### src/rtl/pwm_pp_pkg.sv
package pwm_pp_pkg;
   typedef enum logic {
      STEER_A = 1'b0,
      STEER_B = 1'b1
   } steer_e;

   typedef enum logic {
      MODE_ALTERNATE = 1'b0,
      MODE_PARALLEL  = 1'b1
   } drive_mode_e;
endpackage

### src/rtl/pwm_pp_ramp.sv
module pwm_pp_ramp #(
   parameter int RAMP_W = 8
) (
   input  logic              clk,
   input  logic              rst,
   output logic [RAMP_W-1:0] ramp_o,
   output logic              last_o,
   output logic              zero_o
);
   localparam logic [RAMP_W-1:0] RAMP_TOP = '1;

   logic [RAMP_W-1:0] cnt_q;

   always_ff @(posedge clk) begin
      if (rst) cnt_q <= '0;
      else     cnt_q <= cnt_q + 1'b1;
   end

   assign ramp_o = cnt_q;
   assign last_o = (cnt_q == RAMP_TOP);
   assign zero_o = (cnt_q == '0);
endmodule

### src/rtl/pwm_pp_thresh.sv
module pwm_pp_thresh
   import pwm_pp_pkg::*;
#(
   parameter int RAMP_W    = 8,
   parameter int DT_OFFSET = 10
) (
   input  logic              clk,
   input  logic              rst,
   input  logic              load_i,
   input  logic              mode_i,
   input  logic [RAMP_W-1:0] dead_i,
   input  logic [RAMP_W-1:0] err_a_i,
   input  logic [RAMP_W-1:0] err_b_i,
   output logic [RAMP_W:0]   thr_o,
   output drive_mode_e       mode_o
);
   localparam int TW = RAMP_W + 1;
   localparam logic [TW-1:0] OFF_V = TW'(DT_OFFSET);

   logic [TW-1:0]     dt_sum;
   logic [RAMP_W-1:0] err_max;
   logic [TW-1:0]     thr_d;
   logic [TW-1:0]     thr_q;
   drive_mode_e       mode_q;

   always_comb begin
      dt_sum  = {1'b0, dead_i} + OFF_V;
      err_max = (err_a_i > err_b_i) ? err_a_i : err_b_i;
      thr_d   = (dt_sum > {1'b0, err_max}) ? dt_sum : {1'b0, err_max};
   end

   always_ff @(posedge clk) begin
      if (rst) begin
         thr_q  <= '1;
         mode_q <= MODE_ALTERNATE;
      end else if (load_i) begin
         thr_q  <= thr_d;
         mode_q <= drive_mode_e'(mode_i);
      end
   end

   assign thr_o  = thr_q;
   assign mode_o = mode_q;
endmodule

### src/rtl/pwm_pp_steer.sv
module pwm_pp_steer
   import pwm_pp_pkg::*;
#(
   parameter int RAMP_W         = 8,
   parameter bit OUT_ACTIVE_LOW = 1'b0
) (
   input  logic              clk,
   input  logic              rst,
   input  logic              adv_i,
   input  drive_mode_e       mode_i,
   input  logic              zero_i,
   input  logic [RAMP_W-1:0] ramp_i,
   input  logic [RAMP_W:0]   thr_i,
   output logic              drv_a_o,
   output logic              drv_b_o
);
   steer_e sel_q;
   logic   armed_q;
   logic   pulse_on;
   logic   en_a;
   logic   en_b;

   always_ff @(posedge clk) begin
      if (rst) begin
         sel_q   <= STEER_A;
         armed_q <= 1'b0;
      end else if (adv_i) begin
         armed_q <= 1'b1;
         if (mode_i == MODE_PARALLEL) sel_q <= STEER_A;
         else if (armed_q)            sel_q <= (sel_q == STEER_A) ? STEER_B : STEER_A;
      end
   end

   always_comb begin
      pulse_on = ({1'b0, ramp_i} > thr_i) && !zero_i;
      en_a     = pulse_on && ((mode_i == MODE_PARALLEL) || (sel_q == STEER_A));
      en_b     = pulse_on && ((mode_i == MODE_PARALLEL) || (sel_q == STEER_B));
   end

   generate
      if (OUT_ACTIVE_LOW) begin : g_pol_low
         assign drv_a_o = ~en_a;
         assign drv_b_o = ~en_b;
      end else begin : g_pol_high
         assign drv_a_o = en_a;
         assign drv_b_o = en_b;
      end
   endgenerate
endmodule

### src/rtl/pwm_pp_ctrl.sv
module pwm_pp_ctrl
   import pwm_pp_pkg::*;
#(
   parameter int RAMP_W         = 8,
   parameter int DT_OFFSET      = (1 << RAMP_W) / 25,
   parameter bit OUT_ACTIVE_LOW = 1'b0
) (
   input  logic              clk,
   input  logic              rst,
   input  logic              mode_single,
   input  logic [RAMP_W-1:0] dead_word,
   input  logic [RAMP_W-1:0] err_a_word,
   input  logic [RAMP_W-1:0] err_b_word,
   output logic              drv_a,
   output logic              drv_b,
   output logic              ramp_wrap
);
   localparam int PERIOD = 1 << RAMP_W;

   generate
      if (RAMP_W < 3 || RAMP_W > 16) begin : g_bad_width
         $error("pwm_pp_ctrl: RAMP_W must lie in 3..16");
      end
      if (DT_OFFSET < 1 || DT_OFFSET >= PERIOD - 1) begin : g_bad_offset
         $error("pwm_pp_ctrl: DT_OFFSET must lie in 1..PERIOD-2");
      end
   endgenerate

   logic [RAMP_W-1:0] ramp_q;
   logic              ramp_last;
   logic              ramp_zero;
   logic [RAMP_W:0]   thr_q;
   drive_mode_e       mode_q;

   pwm_pp_ramp #(.RAMP_W(RAMP_W)) u_ramp (
      .clk    (clk),
      .rst    (rst),
      .ramp_o (ramp_q),
      .last_o (ramp_last),
      .zero_o (ramp_zero)
   );

   pwm_pp_thresh #(.RAMP_W(RAMP_W), .DT_OFFSET(DT_OFFSET)) u_thresh (
      .clk     (clk),
      .rst     (rst),
      .load_i  (ramp_last),
      .mode_i  (mode_single),
      .dead_i  (dead_word),
      .err_a_i (err_a_word),
      .err_b_i (err_b_word),
      .thr_o   (thr_q),
      .mode_o  (mode_q)
   );

   pwm_pp_steer #(.RAMP_W(RAMP_W), .OUT_ACTIVE_LOW(OUT_ACTIVE_LOW)) u_steer (
      .clk     (clk),
      .rst     (rst),
      .adv_i   (ramp_last),
      .mode_i  (mode_q),
      .zero_i  (ramp_zero),
      .ramp_i  (ramp_q),
      .thr_i   (thr_q),
      .drv_a_o (drv_a),
      .drv_b_o (drv_b)
   );

   assign ramp_wrap = ramp_zero;
endmodule

### config.mk
export PLATFORM = sky130hd
export DESIGN_NAME = pwm_pp_ctrl
export DESIGN_NICKNAME = d
export VERILOG_FILES = /design/src/rtl/pwm_pp_pkg.sv /design/src/rtl/pwm_pp_ramp.sv /design/src/rtl/pwm_pp_thresh.sv /design/src/rtl/pwm_pp_steer.sv /design/src/rtl/pwm_pp_ctrl.sv
export SDC_FILE = /design/constraint.sdc
export NUM_CORES = 1
export LEC_CHECK = 0
export CAP_MARGIN = 5
export CORE_UTILIZATION = 45
export DETAILED_ROUTE_END_ITERATION = 10
export PLACE_DENSITY = 0.73
export SLEW_MARGIN = 15
export SYNTH_ARGS = -nofsm -noshare
export SYNTH_HDL_FRONTEND = slang
export SYNTH_SLANG_ARGS = --single-unit
### constraint.sdc
create_clock -name clk -period 3.19 [get_ports clk]
set_input_delay 0.319 -clock clk [delete_from_list [all_inputs] [get_ports clk]]
set_output_delay 0.319 -clock clk [all_outputs]
set_load 0.01 [all_outputs]
# Yosys cells after proc, flatten, opt, wreduce, memory -nomap -nowiden
# Cells that the tools add are included.
# totals
input_bits	27
register_bits	20
output_inout_bits	3
# op_classes
add_sub_neg	2
n_bitwise	1
n_eq_ne	1
mux	5
reduce_logical	9
magnitude_cmp	3
# op_table
op	n
adder 8 x 4 -> 9 bit, second input constant	1
greater-than comparator 8 x 9 -> 1 bit	1
greater-than comparator 9 x 8 -> 1 bit	1
two-way mux 9 bit	1
adder 8 x 1 -> 8 bit, second input constant	1
== test 8 bit, second input constant	1
greater-than comparator 8 bit	1
zero test 8 bit	1
two-way mux 8 bit	1
logical AND 1 bit	3
two-way mux 1 bit	3
logical OR 1 bit	2
AND reduction 2 bit	1
nonzero test 2 bit	1
zero test 1 bit	1
inverter 1 bit	1

# Depth between registers and ports, before layout
# logic_depth
word_depth	4
mapped_depth	14

# Hierarchy
# A second synthesis with hierarchy kept.
# hier_totals
hier_cells	192
area_unflattened_um2	1651.6
# by_module_without_submodules
module	cells_per_inst	seq_area_each_um2	n_inst	area_each_um2
pwm_pp_thresh	115	200.2	1	985.9
pwm_pp_ramp	40	160.2	1	355.3
pwm_pp_steer	37	40.0	1	310.3

# Least setup slack after synthesis
# Ideal clock, no wire load.
# synth_path
path_kind	in2reg
startpoint	input err_b_word[1]
endpoint	register u_thresh.thr_q[0] (netlist: u_thresh.thr_o[0])
cell_stages	13
arrival_time_ns	2.890
n_path_buf	0
slack_ns	0.185
path_cell_list	inv_1 > ha_1 > nor2b_1 > o211ai_1 > a21oi_1 > o22ai_4 > mux2i_1 > ha_1 > a211o_1 > a221oi_2 > a211oi_2 > or3_1 > o21ba_1
# synth_between
elab_chain_len	4
# synth_lines
element	line	source
start, declared	pwm_pp_ctrl.sv:13	input logic [RAMP_W-1:0] err_b_word,
greater-than comparator 8 bit	pwm_pp_thresh.sv:28	err_max = (err_a_i > err_b_i) ? err_a_i : err_b_i;
two-way mux 8 bit (*)	pwm_pp_thresh.sv:28	
greater-than comparator 9 x 8 -> 1 bit	pwm_pp_thresh.sv:29	thr_d = (dt_sum > {1'b0, err_max}) ? dt_sum : {1'b0, err_max};
two-way mux 9 bit (*)	pwm_pp_thresh.sv:29	
end signal, assigned	pwm_pp_thresh.sv:37	thr_q <= thr_d;
end, declared	pwm_pp_thresh.sv:23	logic [TW-1:0] thr_q;
# Every way passes the cells marked *; elsewhere a longest branch is shown, timed or not.
# A chain may end at the register's enable or synchronous reset.

# Final worst setup path
# Same ends and word-level chain as after synthesis.

==> run metrics <==
drt pass-1 iters=4; FP Rows=21; first-pass GRT wire length=roughly 6200 µm; Synth Warn #=0; Power Internal=between 0.4 and 0.5 mW; number of global-route vias before repair=between 1500 and 2000; post-synthesis register bit count=20; antenna cells=0; commonest register cell after synthesis=dfxtp_1; Max Clock Skew=between 0.005 and 0.006 ns; Pwr Density=293 nW/µm²; setup tns final=0 ns; Distinct cells, synth=40; PortBufs=29; largest net degree at the start of global routing=13; Comb power frac=40.5%; final HPWL from detailed placement=just over 3000 µm; FF-to-FF setup slack=1.26 ns; worst hold path startpoint=err_b_word[7]; Hold Path Cell Cnt=4; placed insts=roughly 280; R2R depth=6; layout cells sized above 1=27.0%; CP max FO=4; NetSw=around 0.21 mW; Worst Hold Class=input port to flop; Clock power frac=21.8%; Core Box Area=roughly 3400 µm²; TritonCTS Sinks=20; CTS Buf Count=3; CTS tree=done; CTS Hold Bufs=0; Sequential Power Share=a little under two fifths; Routed Wire Length=just under 4000 µm; Layout area overhead=44.6%; Final Slew Violations=0; Leak=around 1.1 nW; worst skew pair latency=0.31 ns; total global routing overflow=0; I/O Pins=30; CTS clk-pin slew, worst paths=between 0.1 and 0.15 ns; syn nets=241; CTS H-tree depth=1; GR Util All Layers=a little over a fifth; Slew Limit Headroom=between 50% and 60%; WHS Endpoint=u_thresh.thr_o[7]$_SDFFE_PP1P_; nets@finish=around 300; Reg2Reg Launch Point=u_ramp.ramp_o[1]$_SDFF_PP0_; DRC Markers=0; Clock Tree Buf Depth=2; DRT iter0 DRCs=98; Worst VDD drop=about 0.13 mV; die area=about 3800 µm²; via-per-instance ratio=5.33; Setup crit start=err_b_word[1]; final setup fails=0; crit end category=flop; Routed Antenna Nets=0; Fin. Hold Viols=0; Avg Cell Area, Syn=~8.6 µm²; Die Y=around 62 µm; multi-input logic area=~1300 µm²; initial core utilization=between 40% and 50%; Post-synth EDFFs=0; reg2reg end=u_thresh.thr_o[0]$_SDFFE_PP1P_; Cell Area, Synth=between 1500 and 2000 µm²; Gate Count Post-Synth=~190; Async SR Flop Fraction=0%; Root Buffer=clkbuf_4; vias=around 1500; startpoint types=input port; die width=approximately 60 µm; FMAX=321 MHz; max cap viols=0; post-synthesis sequential area ratio=24.8%; Required @ worst endpoint=between 3 and 4 ns; Tmin final=3.12 ns; worst slew pin tran=around 0.63 ns; FF+latch area=400 µm²; GP Congestion=between 0.7 and 0.8; commonest non-fill, non-tap cells in the layout=ha_1 (20), buf_4 (20), dfxtp_1 (20); status=completed; fin cells=approximately 290; fillers=~270; power after layout=0.683 mW; initial antenna violation count=0; arrival time at the worst endpoint=around 3.3 ns; drt wl/cell=between 10 and 15 µm; Setup Crit Path Kind=input port to flop; switch share=between 30% and 40%; period utilization=between 90% and 100%
[worst max path at each step]
stage	end	slack [ns]	cells after the start
final	u_thresh.thr_o[0]$_SDFFE_PP1P_	0.07	16
after global routing	u_thresh.thr_o[0]$_SDFFE_PP1P_	-0.05	15
after CTS	u_thresh.thr_o[0]$_SDFFE_PP1P_	0.001	14
after detailed placement	u_thresh.thr_o[5]$_SDFFE_PP1P_	-0.65	15
after global placement	u_thresh.thr_o[2]$_SDFFE_PP1P_	-0.55	15
after floorplan	u_thresh.thr_o[0]$_SDFFE_PP1P_	0.19	13
[through the flow]
stage	hold WS (ns)	utilization (%)	setup WS, ns	area (µm²)
floorplan	0.391	-	0.185	1610
global placement	0.448	61.7	-0.550	2090
detailed placement	0.455	61.7	-0.652	2090
CTS	0.481	66.4	0.00110	2250
global route	0.487	68.8	-0.0491	2330
finish	0.460	68.8	0.0723	2330
[layout make-up]
| type | count | share of cell area [%] |
|---|---|---|
| clock buffer | 4 | 1.56 |
| tap | 46 | 2.47 |
| sequential | 20 | 17.2 |
| multi-input combinational | 145 | 56.4 |
| inverter | 21 | 3.38 |
| timing repair buffer | 51 | 19.0 |
[registers in the layout, summed over array words and instances, names as in the netlist]
register / count
u_steer.armed_q: 1
u_thresh.thr_o: 9
u_ramp.ramp_o: 8
u_steer.sel_q: 1
u_thresh.mode_o: 1
[power by group through the flow]
| stage | Clock [mW] | Combinational, mW | Sequential [mW] |
|---|---|---|---|
| CTS | 0.150 | 0.251 | 0.257 |
| finish | 0.149 | 0.277 | 0.257 |
| global placement | 0 | 0.214 | 0.263 |
| detailed placement | 0 | 0.220 | 0.263 |
| floorplan | 0 | 0.118 | 0.262 |
| global route | 0.162 | 0.302 | 0.258 |
[cells in the mapped netlist (2+ instances only)]
library cell / instances / area [µm²]
ha_1: 27 / 338
inv_1: 21 / 78.8
dfxtp_1: 20 / 400
nor2_1: 17 / 63.8
a21oi_1: 14 / 70.1
nand2_1: 9 / 33.8
mux2i_1: 7 / 70.1
xnor2_1: 7 / 61.3
nand3_1: 6 / 30.0
o21ai_0: 6 / 30.0
o22ai_1: 6 / 37.5
and3_1: 5 / 31.3
nor2b_1: 4 / 25.0
xor2_1: 4 / 35.0
a211oi_1: 3 / 22.5
nand4_1: 3 / 18.8
nor3_1: 3 / 15.0
a21o_1: 2 / 15.0
o32ai_1: 2 / 17.5
[timing repair]
| action | in CTS | in global routing |
|---|---|---|
| setup endpoints to repair | 8 | 8 |
| pin swaps | 13 | 11 |
| buffers inserted | 4 | 0 |
| resized for setup | 40 | 19 |
[layer usage]
metal / up-vias / part of all wire, % / global-route usage (%)
met2: 35 / 54 / 42.4
met1: 704 / 40 / 23.3
met4: 0 / 1.9 / 9.84
met3: 9 / 3.4 / 2.48
met5: - / 0 / 0
li1: 783 / - / -
[critical path, cell delays in order]
cell and delay, ns:
clkdlybuf4s15_2 0.19, inv_2 0.06, ha_4 0.19, nor2b_1 0.12, o211ai_1 0.25, a21oi_2 0.12
o22ai_4 0.14, buf_6 0.15, mux2i_4 0.26, ha_4 0.23, buf_4 0.13, and4_1 0.19
a221oi_2 0.31, a211oi_4 0.15, or3_1 0.33, o21ba_1 0.17
[cell families after synthesis]
kind of cell	after synthesis	share of synthesized area (%)
buf+inv	22	5.12
xor+xnor	11	5.98
mux	8	5.05
flops	20	24.8
simple gates	56	18.9
compound gates	43	19.2
fa+ha+maj	27	21.0
No activity file was read; power rests on OpenSTA's default activity.
